--- config.mk ---
export PLATFORM = sky130hd
export DESIGN_NAME = scalar_imm_alu
export DESIGN_NICKNAME = d
export VERILOG_FILES = /design/src/rtl/sia_pkg.sv /design/src/rtl/sia_decode.sv /design/src/rtl/sia_exec.sv /design/src/rtl/scalar_imm_alu.sv
export SDC_FILE = /design/constraint.sdc
export NUM_CORES = 1
export LEC_CHECK = 0
export BUFFER_PORTS_ARGS = -buffer_cell sky130_fd_sc_hd__buf_2
export CAP_MARGIN = 0
export CORE_MARGIN = 2
export CORE_UTILIZATION = 35
export CTS_BUF_LIST = sky130_fd_sc_hd__clkbuf_8
export DETAILED_ROUTE_END_ITERATION = 10
export SLEW_MARGIN = 5
export SYNTH_ARGS = -nofsm -noshare
export SYNTH_HDL_FRONTEND = slang
export SYNTH_SLANG_ARGS = --single-unit
--- constraint.sdc ---
create_clock -name clk -period 0.8 [get_ports clk]
set_clock_uncertainty 0.15 [all_clocks]
set_input_delay 0.12 -clock clk [delete_from_list [all_inputs] [get_ports clk]]
set_output_delay 0.12 -clock clk [all_outputs]
set_load 0.05 [all_outputs]
--- src/rtl/sia_pkg.sv ---
package sia_pkg;
  localparam int KIND_W  = 4;
  localparam int NUM_OPS = 16;

  // Internal operation code; values match the newer opcode map.
  typedef enum logic [KIND_W-1:0] {
    K_LOAD  = 4'd0,
    K_GLOAD = 4'd1,
    K_SEQ   = 4'd2,
    K_SNE   = 4'd3,
    K_SGT   = 4'd4,
    K_SGE   = 4'd5,
    K_SLT   = 4'd6,
    K_SLE   = 4'd7,
    K_UEQ   = 4'd8,
    K_UNE   = 4'd9,
    K_UGT   = 4'd10,
    K_UGE   = 4'd11,
    K_ULT   = 4'd12,
    K_ULE   = 4'd13,
    K_ADD   = 4'd14,
    K_MUL   = 4'd15
  } op_kind_e;

  localparam logic [KIND_W-1:0] FIRST_SIGNED_REL   = 4'd2;
  localparam logic [KIND_W-1:0] FIRST_UNSIGNED_REL = 4'd8;
endpackage

--- src/rtl/sia_decode.sv ---
module sia_decode
  import sia_pkg::*;
#(
  parameter int OP_W = 5
) (
  input  logic            map_new,
  input  logic [OP_W-1:0] opcode,
  output op_kind_e        kind_o,
  output logic            legal_o
);
  localparam int LEGACY_TOP = NUM_OPS;  // highest code in the older map

  logic [OP_W-1:0] idx;

  always_comb begin
    idx     = '0;
    legal_o = 1'b0;
    if (map_new) begin
      legal_o = (int'(opcode) < NUM_OPS);
      idx     = opcode;
    end else if (opcode == '0) begin
      legal_o = 1'b1;
      idx     = '0;
    end else begin
      legal_o = (int'(opcode) >= 2) && (int'(opcode) <= LEGACY_TOP);
      idx     = opcode - OP_W'(1);
    end
    if (!legal_o) idx = '0;
    kind_o = op_kind_e'(idx[KIND_W-1:0]);
  end
endmodule

--- src/rtl/sia_exec.sv ---
module sia_exec
  import sia_pkg::*;
#(
  parameter int DATA_W = 32,
  parameter int IMM_W  = 16
) (
  input  op_kind_e          kind,
  input  logic [DATA_W-1:0] dst_val,
  input  logic [IMM_W-1:0]  imm,
  input  logic              scc_val,
  output logic [DATA_W-1:0] res_dst,
  output logic              res_dwe,
  output logic              res_scc,
  output logic              res_swe
);
  localparam int EXT_W = DATA_W - IMM_W;

  function automatic logic rel_holds(input logic [2:0] rel, input logic sgn,
                                     input logic [DATA_W-1:0] a,
                                     input logic [DATA_W-1:0] b);
    logic eq;
    logic lt;
    eq = (a == b);
    lt = sgn ? ($signed(a) < $signed(b)) : (a < b);
    case (rel)
      3'd0:    return eq;
      3'd1:    return !eq;
      3'd2:    return !lt && !eq;
      3'd3:    return !lt;
      3'd4:    return lt;
      default: return lt || eq;
    endcase
  endfunction

  // Returns {overflow, low sum}: one extra bit is enough to see the range break.
  function automatic logic [DATA_W:0] add_ovf(input logic [DATA_W-1:0] a,
                                              input logic [DATA_W-1:0] b);
    logic [DATA_W:0] wide;
    wide = {a[DATA_W-1], a} + {b[DATA_W-1], b};
    return {wide[DATA_W] ^ wide[DATA_W-1], wide[DATA_W-1:0]};
  endfunction

  function automatic logic [DATA_W-1:0] mul_lo(input logic [DATA_W-1:0] a,
                                               input logic [DATA_W-1:0] b);
    logic signed [2*DATA_W-1:0] prod;
    prod = $signed({{DATA_W{a[DATA_W-1]}}, a}) * $signed({{DATA_W{b[DATA_W-1]}}, b});
    return prod[DATA_W-1:0];
  endfunction

  logic [DATA_W-1:0] imm_sx;
  logic [DATA_W-1:0] imm_zx;
  logic [DATA_W:0]   sum_w;
  logic              is_signed_rel;
  logic [KIND_W-1:0] rel_base;
  logic [KIND_W-1:0] rel_off;

  assign imm_sx        = {{EXT_W{imm[IMM_W-1]}}, imm};
  assign imm_zx        = {{EXT_W{1'b0}}, imm};
  assign sum_w         = add_ovf(dst_val, imm_sx);
  assign is_signed_rel = (kind < op_kind_e'(FIRST_UNSIGNED_REL));
  assign rel_base      = is_signed_rel ? FIRST_SIGNED_REL : FIRST_UNSIGNED_REL;
  assign rel_off       = kind - rel_base;

  always_comb begin
    res_dst = dst_val;
    res_dwe = 1'b0;
    res_scc = scc_val;
    res_swe = 1'b0;
    unique case (kind)
      K_LOAD: begin
        res_dst = imm_sx;
        res_dwe = 1'b1;
      end
      K_GLOAD: begin
        res_dst = imm_sx;
        res_dwe = scc_val;
      end
      K_ADD: begin
        res_dst = sum_w[DATA_W-1:0];
        res_dwe = 1'b1;
        res_scc = sum_w[DATA_W];
        res_swe = 1'b1;
      end
      K_MUL: begin
        res_dst = mul_lo(dst_val, imm_sx);
        res_dwe = 1'b1;
      end
      default: begin
        res_scc = rel_holds(rel_off[2:0], is_signed_rel, dst_val,
                            is_signed_rel ? imm_sx : imm_zx);
        res_swe = 1'b1;
      end
    endcase
  end
endmodule

--- src/rtl/scalar_imm_alu.sv ---
module scalar_imm_alu
  import sia_pkg::*;
#(
  parameter int DATA_W = 32,
  parameter int IMM_W  = 16,
  parameter int OP_W   = 5
) (
  input  logic              clk,
  input  logic              rst_n,
  input  logic              in_valid,
  input  logic              map_sel,
  input  logic [OP_W-1:0]   opcode,
  input  logic [DATA_W-1:0] dst_in,
  input  logic [IMM_W-1:0]  imm,
  input  logic              scc_in,
  output logic [DATA_W-1:0] dst_out,
  output logic              dst_we,
  output logic              scc_out,
  output logic              scc_we,
  output logic              illegal
);
  op_kind_e          dec_kind;
  logic              dec_legal;
  logic [DATA_W-1:0] ex_dst;
  logic              ex_dwe;
  logic              ex_scc;
  logic              ex_swe;
  logic              issue_ok;
  logic              issue_bad;

  sia_decode #(.OP_W(OP_W)) u_dec (
    .map_new (map_sel),
    .opcode  (opcode),
    .kind_o  (dec_kind),
    .legal_o (dec_legal)
  );

  sia_exec #(.DATA_W(DATA_W), .IMM_W(IMM_W)) u_exec (
    .kind    (dec_kind),
    .dst_val (dst_in),
    .imm     (imm),
    .scc_val (scc_in),
    .res_dst (ex_dst),
    .res_dwe (ex_dwe),
    .res_scc (ex_scc),
    .res_swe (ex_swe)
  );

  assign issue_ok  = in_valid && dec_legal;
  assign issue_bad = in_valid && !dec_legal;

  always_ff @(posedge clk or negedge rst_n) begin
    if (!rst_n) begin
      dst_out <= '0;
      dst_we  <= 1'b0;
      scc_out <= 1'b0;
      scc_we  <= 1'b0;
      illegal <= 1'b0;
    end else begin
      dst_out <= ex_dst;
      scc_out <= ex_scc;
      dst_we  <= issue_ok && ex_dwe;
      scc_we  <= issue_ok && ex_swe;
      illegal <= issue_bad;
    end
  end
endmodule

==> impl.org, run 1 <==
** Status
- The flow ran to the end, but the final reports show violations.
- Violated checks :: negative hold slack, negative setup slack

** Logic synthesis
- Counting flops with a built-in enable in the synthesized netlist gives 0.
- Dominant cell by count in the synthesized netlist :: sky130_fd_sc_hd__inv_1
- sky130_fd_sc_hd__fa_1 takes more of the synthesized area than any other cell.
- Area share of the largest cell type after synthesis :: 0.3756
- For this run, the number of Yosys warnings is 0.
- Dominant synthesized flop cell :: sky130_fd_sc_hd__dfrtp_1
- Ranked by total cell area, the synthesized netlist is headed by sky130_fd_sc_hd__fa_1, sky130_fd_sc_hd__ha_1, sky130_fd_sc_hd__inv_1.
- Synth top cells by count :: sky130_fd_sc_hd__inv_1, sky130_fd_sc_hd__fa_1, sky130_fd_sc_hd__nand2_1
- After synthesis the netlist holds a flip-flop and latch count of 36.
- Fraction of registers with async set/reset :: 1.000
- Syn_nets :: 2490
- Synthesis instantiated 70 different standard cells from the library.
- Share of synthesized area occupied by flip-flops and latches :: 0.05542
- A synthesized cell averages 8.268 um2.
- Synthesis produced 1966 cells.
- After synthesis the cells add up to 0.01625 mm2.

** Placement
- Summed over all nets, the half-perimeter wirelength after detailed placement is 48830 um.
- Routability-driven placement finished with a final weighted congestion of 0.9166.
- During placement, the flow inserted port buffers numbering 93.
- # placed instances :: 2974
- Setup WS pre-CTS :: -5.586 ns

** CTS
- Clock slew seen by the registers of the worst setup and hold paths :: 0.10 ns
- CTS saw 36 sinks.
- In this run, post-CTS hold repair placed 2 buffers.
- The clock passes through at most 2 buffers.
- Number of buffers inserted during clock tree synthesis :: 5
- Clock tree from TritonCTS :: built
- Depth of the CTS H-tree :: 2
- The tree is rooted in a sky130_fd_sc_hd__clkbuf_8.

** Setup path
- Cells along the critical path :: buf_4 > buf_4 > nand2_1 > fa_1 > inv_1 > fa_1 > fa_1 > fa_1 > fa_1 > inv_1 > fa_1 > inv_2 > ha_4 > nand4_1 > nor2_2 > nand4_1 > nor3_2 > nor2_4 > a211oi_4 > a31oi_2 > xnor2_1 > a221oi_2 > nor2_1
- Sort of element at the start of the critical path :: input pin
- Required time at the endpoint of the critical path :: 0.89 ns
- The critical path ends at dst_out[30]$_DFF_PN0_.
- Critical path buffer and inverter count :: 5
- Among cell families on the critical path, the largest total delay comes from adder cells.
- Largest stage delay, worst path :: 0.54 ns
- STA classifies the critical path endpoint as a register.
- Arrival time of data at the critical path endpoint :: 5.82 ns
- CP max stage cell :: sky130_fd_sc_hd__fa_1
- The worst setup path is of the input pin to register kind.
- Crit path from :: dst_in[15]
- The critical path crosses 23 cells after its start point.
- Cell occurring most often along the worst timing path :: sky130_fd_sc_hd__fa_1
- In this run the worst path has a maximum fanout of 4.

** STA
- Dividing the final minimum period by the clock period gives 7.166.
- At the pin with the least slew margin, the transition time is 0.4649 ns.
- Subtracting the final worst setup slack from the clock period gives 5.733 ns.
- The hold violation total from the final report was 2.
- For this run, the top clock speed supported by timing is 0.1744 GHz.
- Summed over all failing endpoints, the final setup total negative slack is -145.33 ns.
- Setup repair after global routing could not meet its margin everywhere.
- Setup violations remaining at the end of the flow were counted as 72.
- In this run the tightest slew margin relative to its limit is 0.6874.
- Number of max-slew violations in the final report :: 0
- Setup ws final :: -4.933 ns
- Final hold analysis gives a worst-case slack of -0.04291 ns.

** Floorplanning
- Die H :: 219.5 um
- Cell row count :: 78
- The initial utilization of the core area, before any placement, comes to 0.3566.
- Placeable core region :: 0.04558 mm2
- Die extent in x :: 219.5 um
- Die area :: 0.04818 mm2
- Top-level port count :: 94

** Global routing
- Via count of the first global-routing pass :: 16825
- Met1 layer usage reported by global route :: 0.3367
- After global routing the overflow that remains totals 0.
- The number of antenna violations at the first check in global routing was 2.
- GRT Resource Usage Total :: 0.2573
- The first global-routing pass estimated 94270 um of wire.
- For met3 alone, demand over resource in global routing was 0.03630.
- For this run, global-route usage on met2 was measured as 0.4328.
- In this run the most used layer during global routing was met2.
- Entering global routing, the biggest net connects 37 pins.

** Layout
- Total area of sequential cells :: 944.7 um2
- Final std cells w/o fill :: 3049
- Relative to the synthesized area, the layout overhead comes to 47.06%.
- The final layout contains 2970 nets.
- In the final layout, the multi-input gates occupy 0.01516 mm2.
- Fraction of layout cells with a size suffix above 1 :: 0.3666
- FILL cells :: 4101

** Detailed routing
- After the first detailed-routing iteration, the DRC count stood at 991.
- Per-cell via count in the routed design :: 5.075
- Final routed wire length divided by cell count :: 19.59 um
- Final wirelength :: 59750 um
- The first detailed-routing pass took 5 iterations.
- Number of remaining DRC errors :: 0
- The detail route stage leaves a number of antenna-violating nets equal to 0.
- Via count :: 15475

** Flow run
- Across the run, the number of max-cap violations was 0.

** Min path
- Class of the tightest hold or removal check :: input pin to register
- Worst hold path depth :: 3
sequential cells by signal, indices dropped and copies added, names as in the netlist:
name	flops
dst_out	32
scc_out	1
illegal	1
dst_we	1
scc_we	1
worst min-delay path, stage by stage:
cell and delay, ns:
sky130_fd_sc_hd__buf_2 0.11, sky130_fd_sc_hd__a221oi_2 0.06, sky130_fd_sc_hd__a21oi_1 0.11
cells by family (layout without fill, tap and decap cells):
family	count (synthesis)	after routing	synth area share
simple gates	602	604	0.1751
compound gates	249	249	0.1008
mux	3	3	0.001924
buf+inv	526	1005	0.1219
fa+ha+maj	466	466	0.4996
other cells	0	2	0
flops	36	36	0.05542
xor+xnor	84	84	0.04526
routing by layer:
metal  vias to the layer above  part of all wire  routed length (um)
met1                      7854              0.42               24900
met3                       107             0.059                3547
met4                         0             0.037                2195
li1                       6997                 -                   -
met5                         -                 0                   0
met2                       517              0.49               29100
worst min-delay path by stage:
| stage | startpoint | end |
|---|---|---|
| after CTS | scc_in | scc_out$_DFF_PN0_ |
| after detailed placement | rst_n | dst_out[24]$_DFF_PN0_ |
| final | scc_in | scc_out$_DFF_PN0_ |
| after global placement | rst_n | dst_out[24]$_DFF_PN0_ |
| after global routing | dst_in[6] | dst_out[6]$_DFF_PN0_ |
| after floorplan | rst_n | dst_out[0]$_DFF_PN0_ |
through the flow:
step           cell area, um2    util
3_3_place_gp            21260  0.4665
3_5_place_dp            21260  0.4665
6_report                23900  0.5245
4_1_cts                 23050  0.5057
5_1_grt                 23900  0.5245
2_1_floorplan           17470       -
cell type report:
type                    instances  share of cell area
diodes                          2           0.0002094
flip-flops and latches         36             0.03952
repair buffers                550              0.2196
multi-input cells            1406              0.6342
clock buffers                   5            0.002879
well taps                     600             0.03141
clock inverters                 3           0.0007851
inverters                     447             0.07139
cells in the final DEF, fill, tap and decap left out, drive strengths merged, types with 5 or more instances in the layout:
master  count
xnor2      61
and2      131
buf       546
nand4      10
inv       445
nor3       19
a31oi      11
nand3      12
nor2      115
ha        161
fa        305
o21ai      50
nor2b      14
o22ai       9
a21o       14
a221oi     10
xor2       23
dfrtp      36
clkbuf      6
nand2b     21
a21oi      73
o31ai       5
a222oi      5
o211ai     10
nand2     248
o21a        7
a211oi     11
or3        11
a22oi       8
or2         5
timing repair:
action                                  in CTS  in global routing
endpoints found under the setup margin      72                 72
setup buffers                               33                 33
hold endpoints to repair                    41                  3
gates cloned                                 4                  1
pin swaps                                  110                 95
gates resized for setup                    344                122
Power of run 1 is not shown: default switching activity piles up to over one toggle a cycle in this logic, so the estimate is an artifact.
==> inputs of run 2 (changes only) <==
--- a/config.mk
+++ b/config.mk
@@ -6,8 +6,8 @@
 export NUM_CORES = 1
 export LEC_CHECK = 0
 export BUFFER_PORTS_ARGS = -buffer_cell sky130_fd_sc_hd__buf_2
-export CAP_MARGIN = 0
-export CORE_MARGIN = 2
+export CAP_MARGIN = 20
+export CORE_ASPECT_RATIO = 0.8
 export CORE_UTILIZATION = 35
 export CTS_BUF_LIST = sky130_fd_sc_hd__clkbuf_8
 export DETAILED_ROUTE_END_ITERATION = 10
==> impl.org, run 2 (synthesized netlist as in run 1, its figures left out) <==
** STA
- The clock period minus final worst setup slack was 5.670 ns (was 5.733 ns).
- Final Hold Viols :: 1 (was 2)
- Final count of negative-setup-slack endpoints :: 72 (unchanged)
- The post-route worst hold slack is -0.01306 ns (was -0.04291 ns).
- Post-route fraction of the period consumed by the critical path :: 7.087 (was 7.166)
- Worst relative slew slack :: 0.2261 (was 0.6874)
- Setup ws final :: -4.870 ns (was -4.933 ns)
- Post-route setup TNS :: -142.41 ns (was -145.33 ns)
- The maximum clock rate came to 0.1764 GHz (was 0.1744 GHz).
- The pin slew with the least headroom to its limit is 1.154 ns (was 0.4649 ns).
- Unrepaired setup endpoints after global routing :: yes (unchanged)
- The total count of max-transition violations in the final report was 0 (unchanged).

** Setup path
- Type of the setup path with the least slack :: input pin to register (unchanged)
- The maximum fanout count along the critical path was 12 (was 4).
- The data arrival time of the critical path came to 5.73 ns (was 5.82 ns).
- The data required time of the critical path was 0.86 ns (was 0.89 ns).
- Crit end category :: register (unchanged)
- The type of element launching the critical path was an input pin (unchanged).

** Floorplanning
- The area of the core is 0.04572 mm2 (was 0.04558 mm2).
- Die area :: 0.04731 mm2 (was 0.04818 mm2)
- The die height is 194.8 um (was 219.5 um).
- Top-level port count :: 94 (unchanged)
- The starting density of the core is 0.3555 (was 0.3566).
- The width of the chip came to 242.9 um (was 219.5 um).
- The number of placement rows was 70 (was 78).

** Detailed routing
- Initial detailed-routing violation count :: 1116 (was 991)
- The number of nets with antenna violations after routing is 0 (unchanged).
- Per-cell via count in the routed design :: 5.105 (was 5.075)
- The wire length per cell after detailed routing is 20.18 um (was 19.59 um).
- The detailed-router iteration count before antenna repair was 5 (unchanged).
- The routed via count came to 15458 (was 15475).
- Number of remaining DRC errors :: 0 (unchanged)
- The total detailed-routing wirelength was 61120 um (was 59750 um).

** CTS
- The number of H-tree levels is 2 (unchanged).
- The number of CTS-inserted buffers is 5 (unchanged).
- Number of buffers on the longest clock path :: 2 (unchanged)
- The clock slew at the register clock pins of the worst setup and hold paths is 0.09 ns (was 0.10 ns).
- Clk sinks :: 36 (unchanged)
- The TritonCTS clock tree was built (unchanged).
- CTS Root Buffer Type :: sky130_fd_sc_hd__clkbuf_8 (unchanged)
- The hold buffer count at CTS was 2 (unchanged).

** Flow run
- The number of max-capacitance violations reported is 0 (unchanged).

** Status
- Violated checks :: negative hold slack, negative setup slack (unchanged)
- Outcome :: finished, violations left (unchanged)

** Global routing
- The maximum number of pins on one net before global-route repair came to 37 (unchanged).
- Global-route wire length before repair :: 93640 um (was 94270 um)
- Via count of the first global-routing pass :: 16613 (was 16825)
- Antenna violations before repair :: 2 (unchanged)
- GRT Resource Usage Total :: 0.2601 (was 0.2573)
- Remaining Overflow, GRT :: 0 (unchanged)

** Min path
- The class of the tightest hold or removal check was input pin to register (unchanged).

** Layout
- Nets@finish :: 2937 (was 2970)
- The top register by number of flip-flops is dst_out (unchanged).
- Most used cells in the layout excluding fill and tap cells: sky130_fd_sc_hd__inv_1, sky130_fd_sc_hd__buf_4, sky130_fd_sc_hd__fa_1 (unchanged).
- Flip-flop count of the largest register, all copies and words added :: 32 (unchanged)
- The share of cells above drive strength 1 is 0.3612 (was 0.3666).
- Area delta synth->final :: 44.27% (was 47.06%)
- Commonest non-fill, non-tap cell in the layout :: sky130_fd_sc_hd__inv_1 (unchanged)
- Layout Cell Area excl Fill :: 0.02345 mm2 (was 0.02390 mm2)

** Placement
- The cell area after placement is 0.02114 mm2 (was 0.02126 mm2).
- The detailed placement HPWL was 50150 um (was 48830 um).
- The routability congestion estimate came to 0.9562 (was 0.9166).
- Number of port buffers :: 93 (unchanged)
## run 2: cell types whose count changed in the layout (fill, tap and decap cells not counted), sizes merged
cell,change
clkinvlp,+1
clkinv,-3
clkbuf,+5
bufbuf,+1
inv,+1
buf,-38
nor2b,+1
nand3,-1
## run 2: final cells by class
cell class / count / area, um2
antenna: 2 / 5.005
clock buffer: 6 / 82.58
clock inverter: 2 / 11.26
fill: 4224 / 22270
inverter: 447 / 1694
multi-input combinational: 1406 / 15080
sequential: 36 / 944.7
tap: 612 / 765.7
timing repair buffer: 517 / 4867
## run 2: timing repair
action | CTS | global route
hold endpoints to repair | 39 | 1
gates resized for setup | 283 | 163
gates cloned | 3 | 4
endpoints found under the setup margin | 72 | 72
pin swaps | 87 | 117
setup buffers | 23 | 23
## run 2: final timing paths
check | startpoint | cells after the start | slack, ns | endpoint
min in group asynchronous | rst_n | 3 | 0.12 | dst_out[25]$_DFF_PN0_
max | imm[12] | 25 | -4.87 | dst_out[31]$_DFF_PN0_
min | scc_in | 3 | -0.01 | dst_we$_DFF_PN0_
max in group asynchronous | rst_n | 3 | 0.07 | dst_out[9]$_DFF_PN0_
## run 2: metrics by stage
step                      worst slack (ns)  cells  utilization
after floorplan                     -4.746   1966            -
after global placement              -5.475   2969       0.4624
after detailed placement            -5.501   2969       0.4624
after CTS                           -4.879   3000       0.4940
after global routing                -5.007   3028       0.5129
final                               -4.870   3028       0.5129
## run 2: worst max-delay path, stage by stage
cell and delay, ns:
sky130_fd_sc_hd__buf_4 0.15, sky130_fd_sc_hd__buf_12 0.15, sky130_fd_sc_hd__and2_1 0.15, sky130_fd_sc_hd__fa_1 0.50
sky130_fd_sc_hd__inv_2 0.04, sky130_fd_sc_hd__fa_1 0.47, sky130_fd_sc_hd__inv_1 0.05, sky130_fd_sc_hd__fa_1 0.55
sky130_fd_sc_hd__fa_2 0.49, sky130_fd_sc_hd__fa_1 0.57, sky130_fd_sc_hd__inv_2 0.05, sky130_fd_sc_hd__fa_1 0.53
sky130_fd_sc_hd__inv_2 0.05, sky130_fd_sc_hd__ha_4 0.26, sky130_fd_sc_hd__buf_6 0.10, sky130_fd_sc_hd__o21ai_2 0.07
sky130_fd_sc_hd__a21oi_2 0.15, sky130_fd_sc_hd__nor2_2 0.07, sky130_fd_sc_hd__o41ai_2 0.31, sky130_fd_sc_hd__buf_4 0.21
sky130_fd_sc_hd__o221ai_4 0.13, sky130_fd_sc_hd__buf_6 0.13, sky130_fd_sc_hd__o21ai_2 0.14, sky130_fd_sc_hd__xnor2_1 0.16
sky130_fd_sc_hd__o22ai_1 0.12
## run 2: layer usage
metal / wire length, um / global-route usage / part of all wire / vias to the layer above
met5: 0 / 0 / 0 / -
met4: 2036 / 0.09527 / 0.033 / 0
met3: 5900 / 0.07305 / 0.097 / 115
met2: 27280 / 0.3968 / 0.45 / 643
met1: 25910 / 0.3502 / 0.42 / 7771
li1: - / - / - / 6929
Power of run 2 is left out for the same reason.
